`src/rtl/dma_burst_ctl.sv`:
```
module dma_burst_ctl #(
  parameter int ADDR_W = 12,
  parameter int LEN_W  = 12
) (
  input  logic              clk,
  input  logic              rst_n,
  input  logic              cfg_start,
  input  logic              cfg_dir,
  input  logic              cfg_wide,
  input  logic [1:0]        cfg_bsz,
  input  logic [ADDR_W-1:0] cfg_addr,
  input  logic [LEN_W-1:0]  cfg_len,
  input  logic              cfg_req_pol,
  input  logic              cfg_ack_pol,
  input  logic              irq_en,
  input  logic              irq_clr,
  output logic              dreq,
  input  logic              dack,
  input  logic              rd_n,
  input  logic              wr_n,
  input  logic [31:0]       bus_wdata,
  output logic [31:0]       bus_rdata,
  output logic [ADDR_W-1:0] ram_addr,
  output logic              ram_we,
  output logic [3:0]        ram_be,
  output logic [31:0]       ram_wdata,
  input  logic [31:0]       ram_rdata,
  output logic              xfer_done,
  output logic              irq
);
  localparam int BC_W = 6;

  logic              busy, dir_q, wide_q, req_q, hold_q, done_q;
  logic [1:0]        bsz_q;
  logic [ADDR_W-1:0] addr_q;
  logic [LEN_W-1:0]  rem_q;
  logic [BC_W-1:0]   bcnt_q;

  function automatic logic [BC_W-1:0] cyc_of(input logic [1:0] code, input logic wide);
    logic [BC_W-1:0] c;
    c = (code == 2'd0) ? BC_W'(1) : (BC_W'(2) << code);
    return wide ? c : (c << 1);
  endfunction

  wire              ack_on    = cfg_ack_pol ? dack : ~dack;
  wire              strobe    = dir_q ? ~wr_n : ~rd_n;
  wire              xfer      = busy & ack_on & strobe;
  wire [LEN_W-1:0]  step_l    = wide_q ? LEN_W'(4) : LEN_W'(2);
  wire [ADDR_W-1:0] step_a    = wide_q ? ADDR_W'(4) : ADDR_W'(2);
  wire              final_x   = rem_q <= step_l;
  wire              burst_end = bcnt_q == BC_W'(1);
  wire              req_live  = req_q & ~(xfer & (burst_end | final_x));

  assign dreq      = cfg_req_pol ? req_live : ~req_live;
  assign xfer_done = done_q;
  assign irq       = done_q & irq_en;

  always_ff @(posedge clk or negedge rst_n) begin
    if (!rst_n) begin
      busy <= 1'b0; dir_q <= 1'b0; wide_q <= 1'b1; req_q <= 1'b0;
      hold_q <= 1'b0; done_q <= 1'b0; bsz_q <= 2'd0;
      addr_q <= '0; rem_q <= '0; bcnt_q <= BC_W'(1);
    end else begin
      if (irq_clr) done_q <= 1'b0;
      if (cfg_start && !busy) begin
        dir_q  <= cfg_dir;
        wide_q <= cfg_wide;
        bsz_q  <= cfg_bsz;
        addr_q <= cfg_wide ? {cfg_addr[ADDR_W-1:2], 2'b00} : {cfg_addr[ADDR_W-1:1], 1'b0};
        rem_q  <= cfg_len;
        bcnt_q <= cyc_of(cfg_bsz, cfg_wide);
        busy   <= cfg_len != '0;
        req_q  <= cfg_len != '0;
        hold_q <= 1'b0;
        done_q <= cfg_len == '0;
      end else if (xfer) begin
        addr_q <= addr_q + step_a;
        rem_q  <= final_x ? '0 : rem_q - step_l;
        if (final_x) begin
          busy <= 1'b0; req_q <= 1'b0; hold_q <= 1'b0; done_q <= 1'b1;
        end else if (burst_end) begin
          req_q <= 1'b0; hold_q <= 1'b1; bcnt_q <= cyc_of(bsz_q, wide_q);
        end else begin
          bcnt_q <= bcnt_q - BC_W'(1);
        end
      end else if (hold_q && !ack_on) begin
        req_q <= 1'b1; hold_q <= 1'b0;
      end
    end
  end

  logic [3:0] be_raw;
  always_comb begin
    if (wide_q)
      be_raw = (rem_q >= LEN_W'(4)) ? 4'b1111 :
               (rem_q == LEN_W'(3)) ? 4'b0111 :
               (rem_q == LEN_W'(2)) ? 4'b0011 : 4'b0001;
    else begin
      be_raw = (rem_q >= LEN_W'(2)) ? 4'b0011 : 4'b0001;
      if (addr_q[1]) be_raw = be_raw << 2;
    end
  end

  assign ram_addr  = addr_q;
  assign ram_we    = xfer & dir_q;
  assign ram_be    = ram_we ? be_raw : 4'b0000;
  assign ram_wdata = wide_q ? bus_wdata : {bus_wdata[15:0], bus_wdata[15:0]};
  assign bus_rdata = wide_q ? ram_rdata :
                     {16'h0000, addr_q[1] ? ram_rdata[31:16] : ram_rdata[15:0]};

  assert_addr_align_R7: assert property (@(posedge clk) disable iff (!rst_n)
    busy |-> (wide_q ? (addr_q[1:0] == 2'b00) : (addr_q[0] == 1'b0)));

  assert_quiet_gap_R6: assert property (@(posedge clk) disable iff (!rst_n)
    (busy && !xfer) |=> ($stable(addr_q) && $stable(rem_q)));

  assert_restart_ignored_R10: assert property (@(posedge clk) disable iff (!rst_n)
    (busy && cfg_start) |=> ($stable(dir_q) && $stable(wide_q) && $stable(bsz_q)));

  assert_req_drop_R3: assert property (@(posedge clk) disable iff (!rst_n)
    (xfer && (burst_end || final_x)) |=> !req_q);

  assert_done_idle_R9: assert property (@(posedge clk) disable iff (!rst_n)
    $rose(done_q) |-> !busy);

  assert_lanes_R8: assert property (@(posedge clk) disable iff (!rst_n)
    ram_we |-> (ram_be != 4'b0000));
endmodule

```
`config.mk`:
```
export PLATFORM = sky130hd
export DESIGN_NAME = dma_burst_ctl
export DESIGN_NICKNAME = d
export VERILOG_FILES = /design/src/rtl/dma_burst_ctl.sv
export SDC_FILE = /design/constraint.sdc
export NUM_CORES = 1
export LEC_CHECK = 0
export BUFFER_PORTS_ARGS = -buffer_cell sky130_fd_sc_hd__buf_2
export CORE_UTILIZATION = 49
export CTS_BUF_LIST = sky130_fd_sc_hd__clkbuf_8
export CTS_CLUSTER_SIZE = 10
export DETAILED_ROUTE_END_ITERATION = 16
export GPL_TIMING_DRIVEN = 1
export PLACE_DENSITY = 0.95
export SYNTH_ARGS = -nofsm -noshare
export SYNTH_HDL_FRONTEND = slang
export SYNTH_SLANG_ARGS = --single-unit
```
`constraint.sdc`:
```
create_clock -name clk -period 6.4 [get_ports clk]
set_clock_uncertainty 0.1 [all_clocks]
set_input_delay 0.96 -clock clk [delete_from_list [all_inputs] [get_ports clk]]
set_output_delay 0.96 -clock clk [all_outputs]
set_load 0.02 [all_outputs]
```
==> impl_summary.txt <==
----------------------------------------------------
[Layout]
  Layout cells sized above 1 ... 0.448
  Growth of design area from synthesis to finish ... 29.2%
  Number of antenna cells inserted ... 0
  Summed area of non-filler cells in the final layout ... 3980 um^2
  Layout net count ... 631

[Synthesis]
  Synthesized instance count ... approximately 370
  Total standard cell area after synthesis ... 3080 um^2
  Number of warning messages in the yosys log ... 0
  Count of state elements after synthesis ... 37
  Proportion of synthesized flip-flops having asynchronous set or reset ... 1.00
  Mean Syn Cell Area ... 8.45 um^2
  Sequential fraction of the synthesis area ... 0.301
  Number of enable-type register cells in the synthesized netlist ... 0
  Primary flip-flop cell chosen by synthesis mapping ... sky130_fd_sc_hd__dfrtp_1
  Count of cell types in the netlist ... 54
  Syn_nets ... 476

[Clock tree]
  Clock insertion delay at the later pin of the skew report ... 0.30 ns
  Setup Buffers After CTS ... 0
  CTS buffer count ... 5
  Buffers from clock root to sink, at most ... 2
  Clock sink total ... 37
  Post-CTS Hold Buffers ... 0
  Cells resized by post-CTS repair ... 0
  CTS tree ... done
  Library cell used as clock root buffer ... sky130_fd_sc_hd__clkbuf_8
  H-tree lvl count ... 2
  Register clock-pin slew on the reported worst setup and hold paths ... ~0.070 ns

[Setup path]
  Critical-path cell list ... clkinv_1 -> ha_1 -> nand2b_1 -> a32oi_1 -> nor3_2 -> buf_4 -> a311oi_1 -> buf_2
  Crit Path Class ... register to primary output
  Maximum fanout along the worst path ... 42
  Endpoint type of the worst setup path ... primary output
  Biggest cell delay along the critical path ... 1.05 ns
  Cell at the slowest stage of the critical path ... sky130_fd_sc_hd__dfstp_2
  Type of element launching the critical path ... register
  Arrival time worst endpoint ... 3.48 ns
  Critical path buffers and inverters ... 3
  Data required time at the worst endpoint ... 5.34 ns
  Critical path's top delay family ... flip-flops

[GRT]
  Global-route wire length before repair ... 15700 um
  Via count of the first global-routing pass ... roughly 3200
  Overall fraction of global-route tracks in use ... 0.315
  Initial antenna violation count ... 0
  Overflow after GRT ... 0
  Maximum number of pins on one net before global-route repair ... 43

[Power and ir drop]
  Total Power Consumption ... between 1.5 and 2 mW
  Highest ir drop seen on vdd ... 0.256 mV
  Static leakage power ... 2.00 nW
  Power density cells ... roughly 430 nW/um^2

[Timing]
  Transition time at the pin with the least slew margin ... between 1 and 1.5 ns
  RSZ-0062 raised after global routing ... false
  Highest clock frequency the design can meet ... 220 MHz
  Minimum clock period ... between 4 and 5 ns
  Number of hold violations in the final report ... 0
  Slew Limit Headroom ... 0.303
  Final count of pins violating max slew ... 0
  Smallest hold slack ... 0.439 ns
  Setup TNS after final layout ... 0 ns
  Ratio of final minimum period to clock period ... 0.709
  Setup Viol. Count Final ... 0

[Worst hold path]
  Class of the most critical hold timing path ... register to register

[Floorplanning]
  Height of the chip ... between 80 and 90 um
  Number of primary I/O pins ... 186
  Initial Utilization ... 0.515
  Floorplan die width ... 81.3 um
  Total Die Area ... 6610 um^2
  Core Footprint ... between 5000 and 6000 um^2
  Placement row count ... 28

[Drt]
  Number of iterations in the first detailed-routing pass ... 5
  Final routed wire length divided by cell count ... 17.2 um
  Count of antenna-violating nets left after detailed routing ... 0
  Final routed DRC violation total ... 0
  Number of design-rule violations left by the first detailed-router iteration ... 261
  Vias after detailed routing ... 3459
  DR vias/cell ... 5.81
  Final Routed Wirelength ... 10200 um

[Run]
  Number of max-cap violations ... 0

[Placement]
  DP HPWL ... between 7000 and 8000 um
  Routability-driven placement congestion ratio ... 0.904
  Number of I/O port buffers ... 183
  Placed inst area ... 3910 um^2

[Run status]
  Status ... complete, no violations

----------------------------------------------------
[power by group]
group	switching [mW]	internal, mW
logic	0.611	0.439
registers	0.160	0.348
clock network	0.0819	0.0724
[routing by layer]
layer	GRT usage	vias to the layer above	share of wire
met2	0.526	215	0.49
met1	0.381	1597	0.38
met5	0	-	0
met4	0.155	0	0.035
met3	0.0674	32	0.096
li1	-	1615	-
[area by class of cell]
class,count,area [um^2]
multi-input cells,278,1900
repair buffers,187,946
fillers,470,2010
well taps,75,93.8
clock buffers,5,68.8
flip-flops and latches,37,928
inverters,11,41.3
clock inverters,2,8.76
[synthesized netlist by cell type, types with 2 or more instances]
| master | instances | area [um^2] |
|---|---|---|
| sky130_fd_sc_hd__inv_1 | 10 | 37.5 |
| sky130_fd_sc_hd__o311ai_0 | 3 | 26.3 |
| sky130_fd_sc_hd__buf_2 | 2 | 10.0 |
| sky130_fd_sc_hd__a22oi_1 | 6 | 45.0 |
| sky130_fd_sc_hd__a311oi_1 | 2 | 17.5 |
| sky130_fd_sc_hd__nor4_1 | 3 | 18.8 |
| sky130_fd_sc_hd__a221o_1 | 2 | 20.0 |
| sky130_fd_sc_hd__nor3_1 | 8 | 40.0 |
| sky130_fd_sc_hd__nand2_1 | 47 | 176 |
| sky130_fd_sc_hd__a311o_1 | 3 | 30.0 |
| sky130_fd_sc_hd__mux2_2 | 33 | 372 |
| sky130_fd_sc_hd__xnor2_1 | 4 | 35.0 |
| sky130_fd_sc_hd__nand3b_1 | 2 | 15.0 |
| sky130_fd_sc_hd__a31oi_1 | 7 | 43.8 |
| sky130_fd_sc_hd__fa_1 | 2 | 40.0 |
| sky130_fd_sc_hd__dfstp_2 | 2 | 52.6 |
| sky130_fd_sc_hd__a21o_1 | 3 | 22.5 |
| sky130_fd_sc_hd__o211ai_1 | 11 | 82.6 |
| sky130_fd_sc_hd__nor4b_1 | 2 | 17.5 |
| sky130_fd_sc_hd__nand4_1 | 4 | 25.0 |
| sky130_fd_sc_hd__nor2b_1 | 2 | 12.5 |
| sky130_fd_sc_hd__a21oi_1 | 8 | 40.0 |
| sky130_fd_sc_hd__nand2b_1 | 7 | 43.8 |
| sky130_fd_sc_hd__dfrtp_1 | 35 | 876 |
| sky130_fd_sc_hd__o22ai_1 | 2 | 12.5 |
| sky130_fd_sc_hd__and2_1 | 20 | 125 |
| sky130_fd_sc_hd__buf_4 | 17 | 128 |
| sky130_fd_sc_hd__xor2_1 | 6 | 52.6 |
| sky130_fd_sc_hd__mux2i_1 | 4 | 40.0 |
| sky130_fd_sc_hd__o21ai_0 | 16 | 80.1 |
| sky130_fd_sc_hd__nor2_1 | 18 | 67.6 |
| sky130_fd_sc_hd__clkbuf_1 | 16 | 60.1 |
| sky130_fd_sc_hd__ha_1 | 7 | 87.6 |
| sky130_fd_sc_hd__buf_1 | 3 | 11.3 |
| sky130_fd_sc_hd__nand3_1 | 16 | 80.1 |
| sky130_fd_sc_hd__and3_1 | 5 | 31.3 |
| sky130_fd_sc_hd__or3_1 | 10 | 62.6 |
[cell usage in the layout (no fill, tap or decap), types with 3 or more instances in the layout]
cell type | netlist | layout
sky130_fd_sc_hd__o211ai_1 | 11 | 11
sky130_fd_sc_hd__inv_1 | 10 | 11
sky130_fd_sc_hd__a22oi_1 | 6 | 6
sky130_fd_sc_hd__a311o_1 | 3 | 3
sky130_fd_sc_hd__buf_4 | 17 | 4
sky130_fd_sc_hd__clkbuf_8 | 0 | 5
sky130_fd_sc_hd__ha_1 | 7 | 7
sky130_fd_sc_hd__a21o_1 | 3 | 3
sky130_fd_sc_hd__o21ai_0 | 16 | 16
sky130_fd_sc_hd__a31oi_1 | 7 | 7
sky130_fd_sc_hd__and2_1 | 20 | 20
sky130_fd_sc_hd__nand3_1 | 16 | 16
sky130_fd_sc_hd__mux2i_1 | 4 | 4
sky130_fd_sc_hd__or3_1 | 10 | 10
sky130_fd_sc_hd__nor4_1 | 3 | 3
sky130_fd_sc_hd__buf_2 | 2 | 183
sky130_fd_sc_hd__dfrtp_1 | 35 | 35
sky130_fd_sc_hd__o311ai_0 | 3 | 3
sky130_fd_sc_hd__and3_1 | 5 | 5
sky130_fd_sc_hd__xnor2_1 | 4 | 4
sky130_fd_sc_hd__a21oi_1 | 8 | 8
sky130_fd_sc_hd__nor2_1 | 18 | 18
sky130_fd_sc_hd__nand2_1 | 47 | 47
sky130_fd_sc_hd__nor3_1 | 8 | 8
sky130_fd_sc_hd__nand4_1 | 4 | 4
sky130_fd_sc_hd__nand2b_1 | 7 | 7
sky130_fd_sc_hd__xor2_1 | 6 | 6
sky130_fd_sc_hd__mux2_2 | 33 | 33
[sequential cells by signal, indices dropped and copies added (netlist names)]
name,count
dir_q,1
req_q,1
ram_addr,11
bcnt_q,6
xfer_done,1
busy,1
rem_q,12
wide_q,1
hold_q,1
bsz_q,2
[worst paths after layout]
check                                        start                    end  slack [ns]  cells past startpoint
worst min-delay path             req_q$_DFFE_PN0P_      req_q$_DFFE_PN0P_        0.44                      1
worst max register to register  wide_q$_DFFE_PN1P_  bcnt_q[4]$_DFFE_PN0P_        2.81                      7
max in group asynchronous                    rst_n   rem_q[6]$_DFFE_PN0N_        4.98                      1
worst max-delay path            wide_q$_DFFE_PN1P_                   dreq        1.86                      8
min in group asynchronous                    rst_n      req_q$_DFFE_PN0P_        0.67                      1
worst min register to register   req_q$_DFFE_PN0P_      req_q$_DFFE_PN0P_        0.44                      1
[cell families (layout without fill, tap and decap cells)]
family,count (synthesis),in the layout,synth area share
simple gates,148,148,0.245
compound gates,73,73,0.165
buf+inv,50,205,0.0848
mux,37,37,0.134
flops,37,37,0.301
xor+xnor,10,10,0.0284
fa+ha+maj,9,9,0.0414
other cells,1,1,0.00122
[stage by stage]
| step | instances | worst slack (ns) | utilization |
|---|---|---|---|
| after floorplan | 365 | 2.87 | - |
| after global placement | 588 | 2.28 | 0.652 |
| after detailed placement | 588 | 2.21 | 0.652 |
| after CTS | 595 | 1.87 | 0.665 |
| after global routing | 595 | 1.63 | 0.665 |
| final | 595 | 1.86 | 0.665 |
Power figures use the tool's default switching activity.
